File: src/rtl/mc_ctrl_pkg.sv
package mc_ctrl_pkg;

  localparam int IR_BYTES = 4;

  typedef enum logic [3:0] {
    ST_FETCH3 = 4'd0,
    ST_FETCH2 = 4'd1,
    ST_FETCH1 = 4'd2,
    ST_FETCH0 = 4'd3,
    ST_DECODE = 4'd4,
    ST_ADDR   = 4'd5,
    ST_RDMEM  = 4'd6,
    ST_LDBACK = 4'd7,
    ST_WRMEM  = 4'd8,
    ST_EXEC   = 4'd9,
    ST_RDONE  = 4'd10,
    ST_BRANCH = 4'd11,
    ST_JUMP   = 4'd12
  } step_e;

  typedef struct packed {
    logic                pc_wr;
    logic                pc_wr_cond;
    logic [1:0]          pc_src;
    logic                addr_sel;
    logic                mem_rd;
    logic                mem_wr;
    logic [IR_BYTES-1:0] ir_en;
    logic                dst_sel;
    logic                reg_wr;
    logic                wb_sel;
    logic                a_sel;
    logic [1:0]          b_sel;
    logic [1:0]          op;
  } ctl_t;

  // Byte slot loaded by a fetch state; -1 for non-fetch states.
  function automatic int fetch_slot(step_e s);
    case (s)
      ST_FETCH3: fetch_slot = 3;
      ST_FETCH2: fetch_slot = 2;
      ST_FETCH1: fetch_slot = 1;
      ST_FETCH0: fetch_slot = 0;
      default:   fetch_slot = -1;
    endcase
  endfunction

  function automatic logic is_final(step_e s);
    is_final = (s == ST_WRMEM) || (s == ST_LDBACK) || (s == ST_RDONE) ||
               (s == ST_BRANCH) || (s == ST_JUMP);
  endfunction

endpackage

File: src/rtl/mc_ctrl_next.sv
module mc_ctrl_next
  import mc_ctrl_pkg::*;
#(
  parameter int                OPW   = 6,
  parameter logic [OPW-1:0]    OP_RR = 6'b000000,
  parameter logic [OPW-1:0]    OP_LB = 6'b100000,
  parameter logic [OPW-1:0]    OP_SB = 6'b101000,
  parameter logic [OPW-1:0]    OP_BE = 6'b000100,
  parameter logic [OPW-1:0]    OP_JP = 6'b000010
) (
  input  step_e          cur,
  input  logic [OPW-1:0] opc,
  output step_e          nxt
);

  always_comb begin
    case (cur)
      ST_FETCH3: nxt = ST_FETCH2;
      ST_FETCH2: nxt = ST_FETCH1;
      ST_FETCH1: nxt = ST_FETCH0;
      ST_FETCH0: nxt = ST_DECODE;
      ST_DECODE: begin
        if (opc == OP_LB || opc == OP_SB) nxt = ST_ADDR;
        else if (opc == OP_RR)            nxt = ST_EXEC;
        else if (opc == OP_BE)            nxt = ST_BRANCH;
        else if (opc == OP_JP)            nxt = ST_JUMP;
        else                              nxt = ST_FETCH3;
      end
      ST_ADDR: begin
        if (opc == OP_LB)      nxt = ST_RDMEM;
        else if (opc == OP_SB) nxt = ST_WRMEM;
        else                   nxt = ST_FETCH3;
      end
      ST_RDMEM: nxt = ST_LDBACK;
      ST_EXEC:  nxt = ST_RDONE;
      default:  nxt = ST_FETCH3;
    endcase
  end

endmodule

File: src/rtl/mc_ctrl_out.sv
module mc_ctrl_out
  import mc_ctrl_pkg::*;
(
  input  step_e cur,
  output ctl_t  ctl
);

  logic [IR_BYTES-1:0] byte_en;

  generate
    for (genvar b = 0; b < IR_BYTES; b++) begin : g_ben
      assign byte_en[b] = (fetch_slot(cur) == b);
    end
  endgenerate

  always_comb begin
    ctl = '0;
    case (cur)
      ST_FETCH3, ST_FETCH2, ST_FETCH1, ST_FETCH0: begin
        ctl.mem_rd = 1'b1;
        ctl.pc_wr  = 1'b1;
        ctl.b_sel  = 2'b01;
        ctl.ir_en  = byte_en;
      end
      ST_DECODE: ctl.b_sel = 2'b11;
      ST_ADDR: begin
        ctl.a_sel = 1'b1;
        ctl.b_sel = 2'b10;
      end
      ST_RDMEM: begin
        ctl.mem_rd   = 1'b1;
        ctl.addr_sel = 1'b1;
      end
      ST_LDBACK: begin
        ctl.reg_wr = 1'b1;
        ctl.wb_sel = 1'b1;
      end
      ST_WRMEM: begin
        ctl.mem_wr   = 1'b1;
        ctl.addr_sel = 1'b1;
      end
      ST_EXEC: begin
        ctl.a_sel = 1'b1;
        ctl.op    = 2'b10;
      end
      ST_RDONE: begin
        ctl.reg_wr  = 1'b1;
        ctl.dst_sel = 1'b1;
      end
      ST_BRANCH: begin
        ctl.a_sel      = 1'b1;
        ctl.op         = 2'b01;
        ctl.pc_wr_cond = 1'b1;
        ctl.pc_src     = 2'b01;
      end
      ST_JUMP: begin
        ctl.pc_wr  = 1'b1;
        ctl.pc_src = 2'b10;
      end
      default: ctl = '0;
    endcase
  end

endmodule

File: src/rtl/mc_ctrl_state.sv
module mc_ctrl_state
  import mc_ctrl_pkg::*;
(
  input  logic  clk,
  input  logic  rst,
  input  step_e nxt,
  output step_e cur
);

  always_ff @(posedge clk) begin
    if (rst) cur <= ST_FETCH3;
    else     cur <= nxt;
  end

endmodule

File: src/rtl/mc_ctrl_fsm.sv
module mc_ctrl_fsm
  import mc_ctrl_pkg::*;
#(
  parameter int             OPW   = 6,
  parameter logic [OPW-1:0] OP_RR = 6'b000000,
  parameter logic [OPW-1:0] OP_LB = 6'b100000,
  parameter logic [OPW-1:0] OP_SB = 6'b101000,
  parameter logic [OPW-1:0] OP_BE = 6'b000100,
  parameter logic [OPW-1:0] OP_JP = 6'b000010
) (
  input  logic           clk,
  input  logic           rst,
  input  logic [OPW-1:0] opcode,
  output logic           pc_wr,
  output logic           pc_wr_cond,
  output logic [1:0]     pc_src,
  output logic           addr_sel,
  output logic           mem_rd,
  output logic           mem_wr,
  output logic [3:0]     ir_byte_en,
  output logic           dst_sel,
  output logic           reg_wr,
  output logic           wb_sel,
  output logic           alu_a_sel,
  output logic [1:0]     alu_b_sel,
  output logic [1:0]     alu_op
);

  step_e cur_st;
  step_e nxt_st;
  ctl_t  ctl;

  mc_ctrl_state u_state (
    .clk (clk),
    .rst (rst),
    .nxt (nxt_st),
    .cur (cur_st)
  );

  mc_ctrl_next #(
    .OPW(OPW), .OP_RR(OP_RR), .OP_LB(OP_LB), .OP_SB(OP_SB),
    .OP_BE(OP_BE), .OP_JP(OP_JP)
  ) u_next (
    .cur (cur_st),
    .opc (opcode),
    .nxt (nxt_st)
  );

  mc_ctrl_out u_out (
    .cur (cur_st),
    .ctl (ctl)
  );

  assign pc_wr      = ctl.pc_wr;
  assign pc_wr_cond = ctl.pc_wr_cond;
  assign pc_src     = ctl.pc_src;
  assign addr_sel   = ctl.addr_sel;
  assign mem_rd     = ctl.mem_rd;
  assign mem_wr     = ctl.mem_wr;
  assign ir_byte_en = ctl.ir_en;
  assign dst_sel    = ctl.dst_sel;
  assign reg_wr     = ctl.reg_wr;
  assign wb_sel     = ctl.wb_sel;
  assign alu_a_sel  = ctl.a_sel;
  assign alu_b_sel  = ctl.b_sel;
  assign alu_op     = ctl.op;

  // Named events for the assertions
  logic in_fetch;
  logic at_final;
  logic at_decode;
  logic op_known;
  assign in_fetch  = (ir_byte_en != 4'b0000);
  assign at_final  = is_final(cur_st);
  assign at_decode = (cur_st == ST_DECODE);
  assign op_known  = (opcode == OP_RR) || (opcode == OP_LB) || (opcode == OP_SB) ||
                     (opcode == OP_BE) || (opcode == OP_JP);

  assert_reset_fetch_R1: assert property (@(posedge clk)
    $past(rst) |-> (cur_st == ST_FETCH3));

  assert_fetch_order_R2: assert property (@(posedge clk) disable iff (rst)
    (ir_byte_en == 4'b1000) |=> (ir_byte_en == 4'b0100));

  assert_fetch_single_R2: assert property (@(posedge clk) disable iff (rst)
    in_fetch |-> ($onehot0(ir_byte_en) && mem_rd && pc_wr && !addr_sel));

  assert_fetch_to_decode_R3: assert property (@(posedge clk) disable iff (rst)
    (ir_byte_en == 4'b0001) |=> at_decode);

  assert_final_return_R9: assert property (@(posedge clk) disable iff (rst)
    at_final |=> (ir_byte_en == 4'b1000));

  assert_unknown_op_R10: assert property (@(posedge clk) disable iff (rst)
    (at_decode && !op_known) |=> (ir_byte_en == 4'b1000));

  assert_mem_exclusive_R11: assert property (@(posedge clk) disable iff (rst)
    !(mem_rd && mem_wr) && !(pc_wr && pc_wr_cond));

endmodule

File: config.mk
export PLATFORM = sky130hd
export DESIGN_NAME = mc_ctrl_fsm
export DESIGN_NICKNAME = d
export VERILOG_FILES = /design/src/rtl/mc_ctrl_pkg.sv /design/src/rtl/mc_ctrl_next.sv /design/src/rtl/mc_ctrl_out.sv /design/src/rtl/mc_ctrl_state.sv /design/src/rtl/mc_ctrl_fsm.sv
export SDC_FILE = /design/constraint.sdc
export NUM_CORES = 1
export LEC_CHECK = 0
export BUFFER_PORTS_ARGS = -buffer_cell sky130_fd_sc_hd__buf_4
export CAP_MARGIN = 20
export CORE_MARGIN = 3
export CORE_UTILIZATION = 28
export DETAILED_ROUTE_END_ITERATION = 8
export PLACE_DENSITY_LB_ADDON = 0.2
export SLEW_MARGIN = 20
export SYNTH_ARGS = -nofsm -noshare
export SYNTH_HDL_FRONTEND = slang
export SYNTH_SLANG_ARGS = --single-unit
File: constraint.sdc
create_clock -name clk -period 3.6 [get_ports clk]
set_input_delay 0.18 -clock clk [delete_from_list [all_inputs] [get_ports clk]]
set_output_delay 0.18 -clock clk [all_outputs]
set_load 0.05 [all_outputs]
==> out/qor.yml <==
io_buffer_count: 26
reg2reg_slack_ns: 1.95
grt_usage: 0.119
fillers: 157
synth-async-reset-ratio: 0
yosysMostFrequentCell: "nor2_1"
hold_class: "input port to flip-flop"
synth_flop_cell: "dfxtp_1"
run_status: "completed"
drt_iter0_drc: 9
cts_tree: "yes"
crit_arrival_ns: 1.82
drv_cap: 0
critPathSlowestCell: "dfxtp_1"
cts_resized: 0
clockPowerShare: 0.333
regArea_um2: 80.1
p_sw_w: 0.0000656
hold_violations: 0
p_seq_frac: 0.320
core_area_um2: 1540
synth_top_area_frac: 0.170
internal-power_w: 0.000107
top_level_ports: 27
cts_hold_buf: 0
finalCritPeriodShare: 0.556
h-tree-depth: 1
slew_headroom: 0.602
utilization: 0.428
worstSkewPairLatency_ns: 0.24
largest_reg_flops: 4
synth_compound_area_frac: 0.239
dp.cells: 100
synthAdderAreaFrac: 0
clock-sinks: 4
numCtsBuffers: 3
synth-xor-area-share: 0.0186
final_cells: 103
ir_drop_v: 0.000127
post_cts_buffers: 0
power.leakage_nw: 0.279
crit_required_ns: 3.42
rows: 14
muxShareOfSynthArea: 0.0452
synth_area_um2: 470
crit_chain: "nand2b_1, mux2_2, nor2_1, buf_4"
clkTransAtPathRegs_ns: 0.04
setup_viol: 0
grt_remaining_overflow: 0
die_x_um: 47.0
place_congestion: 0.801
worstSetupPathType: "flip-flop to output pin"
critPathTopFamily: "flip-flops"
clockRootBuffer: "clkbuf_4"
synth_edf_count: 0
avgViaCountPerCell: 5.40
grt_max_degree: 19
cp-end-kind: "output pin"
totalWireLength_mm: 1.34
start_kind: "flip-flop"
rsz0062_at_grt: "false"
synthTopCellsByArea: "dfxtp_1 (17%), nand2b_1 (8.0%), nor2_1 (8.0%)"
pwr-share-comb: 0.347
multi_input_area_um2: 334
pre_cts_ws_ns: 1.87
drive_above_1_share: 0.368
layout_setup_ws_ns: 1.60
ys_seq_area_frac: 0.170
chipHeight_um: 47.0
grt_antenna_before_repair: 0
post-dp-hpwl_um: 947
finalNetCount: 97
drc: 0
avgSynthCellArea_um2: 7.13
grt_pass1_vias: 419
syn_to_final_growth_pct: 40.2
yosys-top-cells-count: "nor2_1 (10), a21oi_1 (6), nand2b_1 (6)"
firstDrtPassIters: 5
slew_viol_final: 0
grt_pass1_wl_mm: 1.81
cp_max_fo: 17
sw_frac_of_total: 0.381
wl_per_cell_um: 13.0
ant_nets: 0
die-area_um2: 2210
syn_nets: 74
clk_path_buf_depth: 2
power_density_nw_per_um2: 262
initial_utilization: 0.305
vias: 556
crit_buf_inv: 1
yosys.area_share.simple: 0.407
syn_inst: 66
critPathMaxStageDelay_ns: 0.69
synth_cell_types: 30
largestRegisters: "u_state.cur (4)"
synth_top_family_by_area: "simple AND/OR/NAND/NOR gates"
setup_tns_ns: 0
finalWorstPathRequiredPeriod_ns: 2.00
synth.largest_area_cell: "dfxtp_1"
tightest_slew_ns: 0.597
diodes: 0
ys_warn_count: 0
fmax_ghz: 0.499
power_w: 0.000172
ys_seq_elements: 4
clock-skew-final_ns: 0.00115
top_register: "u_state.cur"
## final cells by class
cell class / count / share of cell area
Clock buffer: 3 / 0.0342
Inverter: 2 / 0.0114
Multi-Input combinational cell: 52 / 0.507
Sequential cell: 4 / 0.121
Tap cell: 16 / 0.0304
Timing Repair Buffer: 26 / 0.296
## through the flow
stage,hold slack [ns],area [µm²]
2_1_floorplan,0.263,470
3_3_place_gp,0.366,637
3_5_place_dp,0.371,637
4_1_cts,0.127,659
5_1_grt,0.129,659
6_report,0.127,659
## cell usage in the layout (no fill, tap or decap), types with 2 or more instances in the layout
cell and n:
o21bai_1 2, a21oi_1 6, a31oi_1 2, buf_4 26, inv_1 2, a2111oi_0 2, nor2_1 10, clkbuf_4 3
nor3_1 4, nand3b_1 2, dfxtp_1 4, nand2_1 2, nand2b_1 6, or4_1 2
## worst paths after layout
check,from,endpoint,depth (start not counted)
worst max-delay path,u_state.cur[3]$_SDFF_PP0_,addr_sel,4
worst min-delay path,rst,u_state.cur[0]$_SDFF_PP0_,2
worst max register to register,u_state.cur[2]$_SDFF_PP0_,u_state.cur[2]$_SDFF_PP0_,3
worst min register to register,u_state.cur[1]$_SDFF_PP0_,u_state.cur[2]$_SDFF_PP0_,2
## per-layer routing
| metal | share of wire | global-route usage | wire length [µm] | vias up |
|---|---|---|---|---|
| met3 | 0.078 | 0.0115 | 104 | 4 |
| met5 | 0 | 0 | 0 | - |
| met1 | 0.47 | 0.172 | 626 | 244 |
| met4 | 0.015 | 0.0994 | 20 | 0 |
| met2 | 0.44 | 0.154 | 586 | 27 |
| li1 | - | - | - | 281 |
## power by group through the flow
stage	registers (W)	logic (W)	clock network [W]
floorplan	0.0000491	0.0000457	0
detailed placement	0.0000558	0.0000598	0
finish	0.0000553	0.0000598	0.0000574
global route	0.0000558	0.0000641	0.0000641
global placement	0.0000560	0.0000599	0
CTS	0.0000552	0.0000601	0.0000578
## cell families (layout without fill, tap and decap cells)
kind of cell | count (synthesis) | after routing
muxes | 2 | 2
buffers and inverters | 10 | 31
and+or+nand+nor | 32 | 32
DFF | 4 | 4
AOI/OAI and AO/OA | 17 | 17
xor gates and xnor gates | 1 | 1
Note: power is estimated with default switching activity, not from simulation.
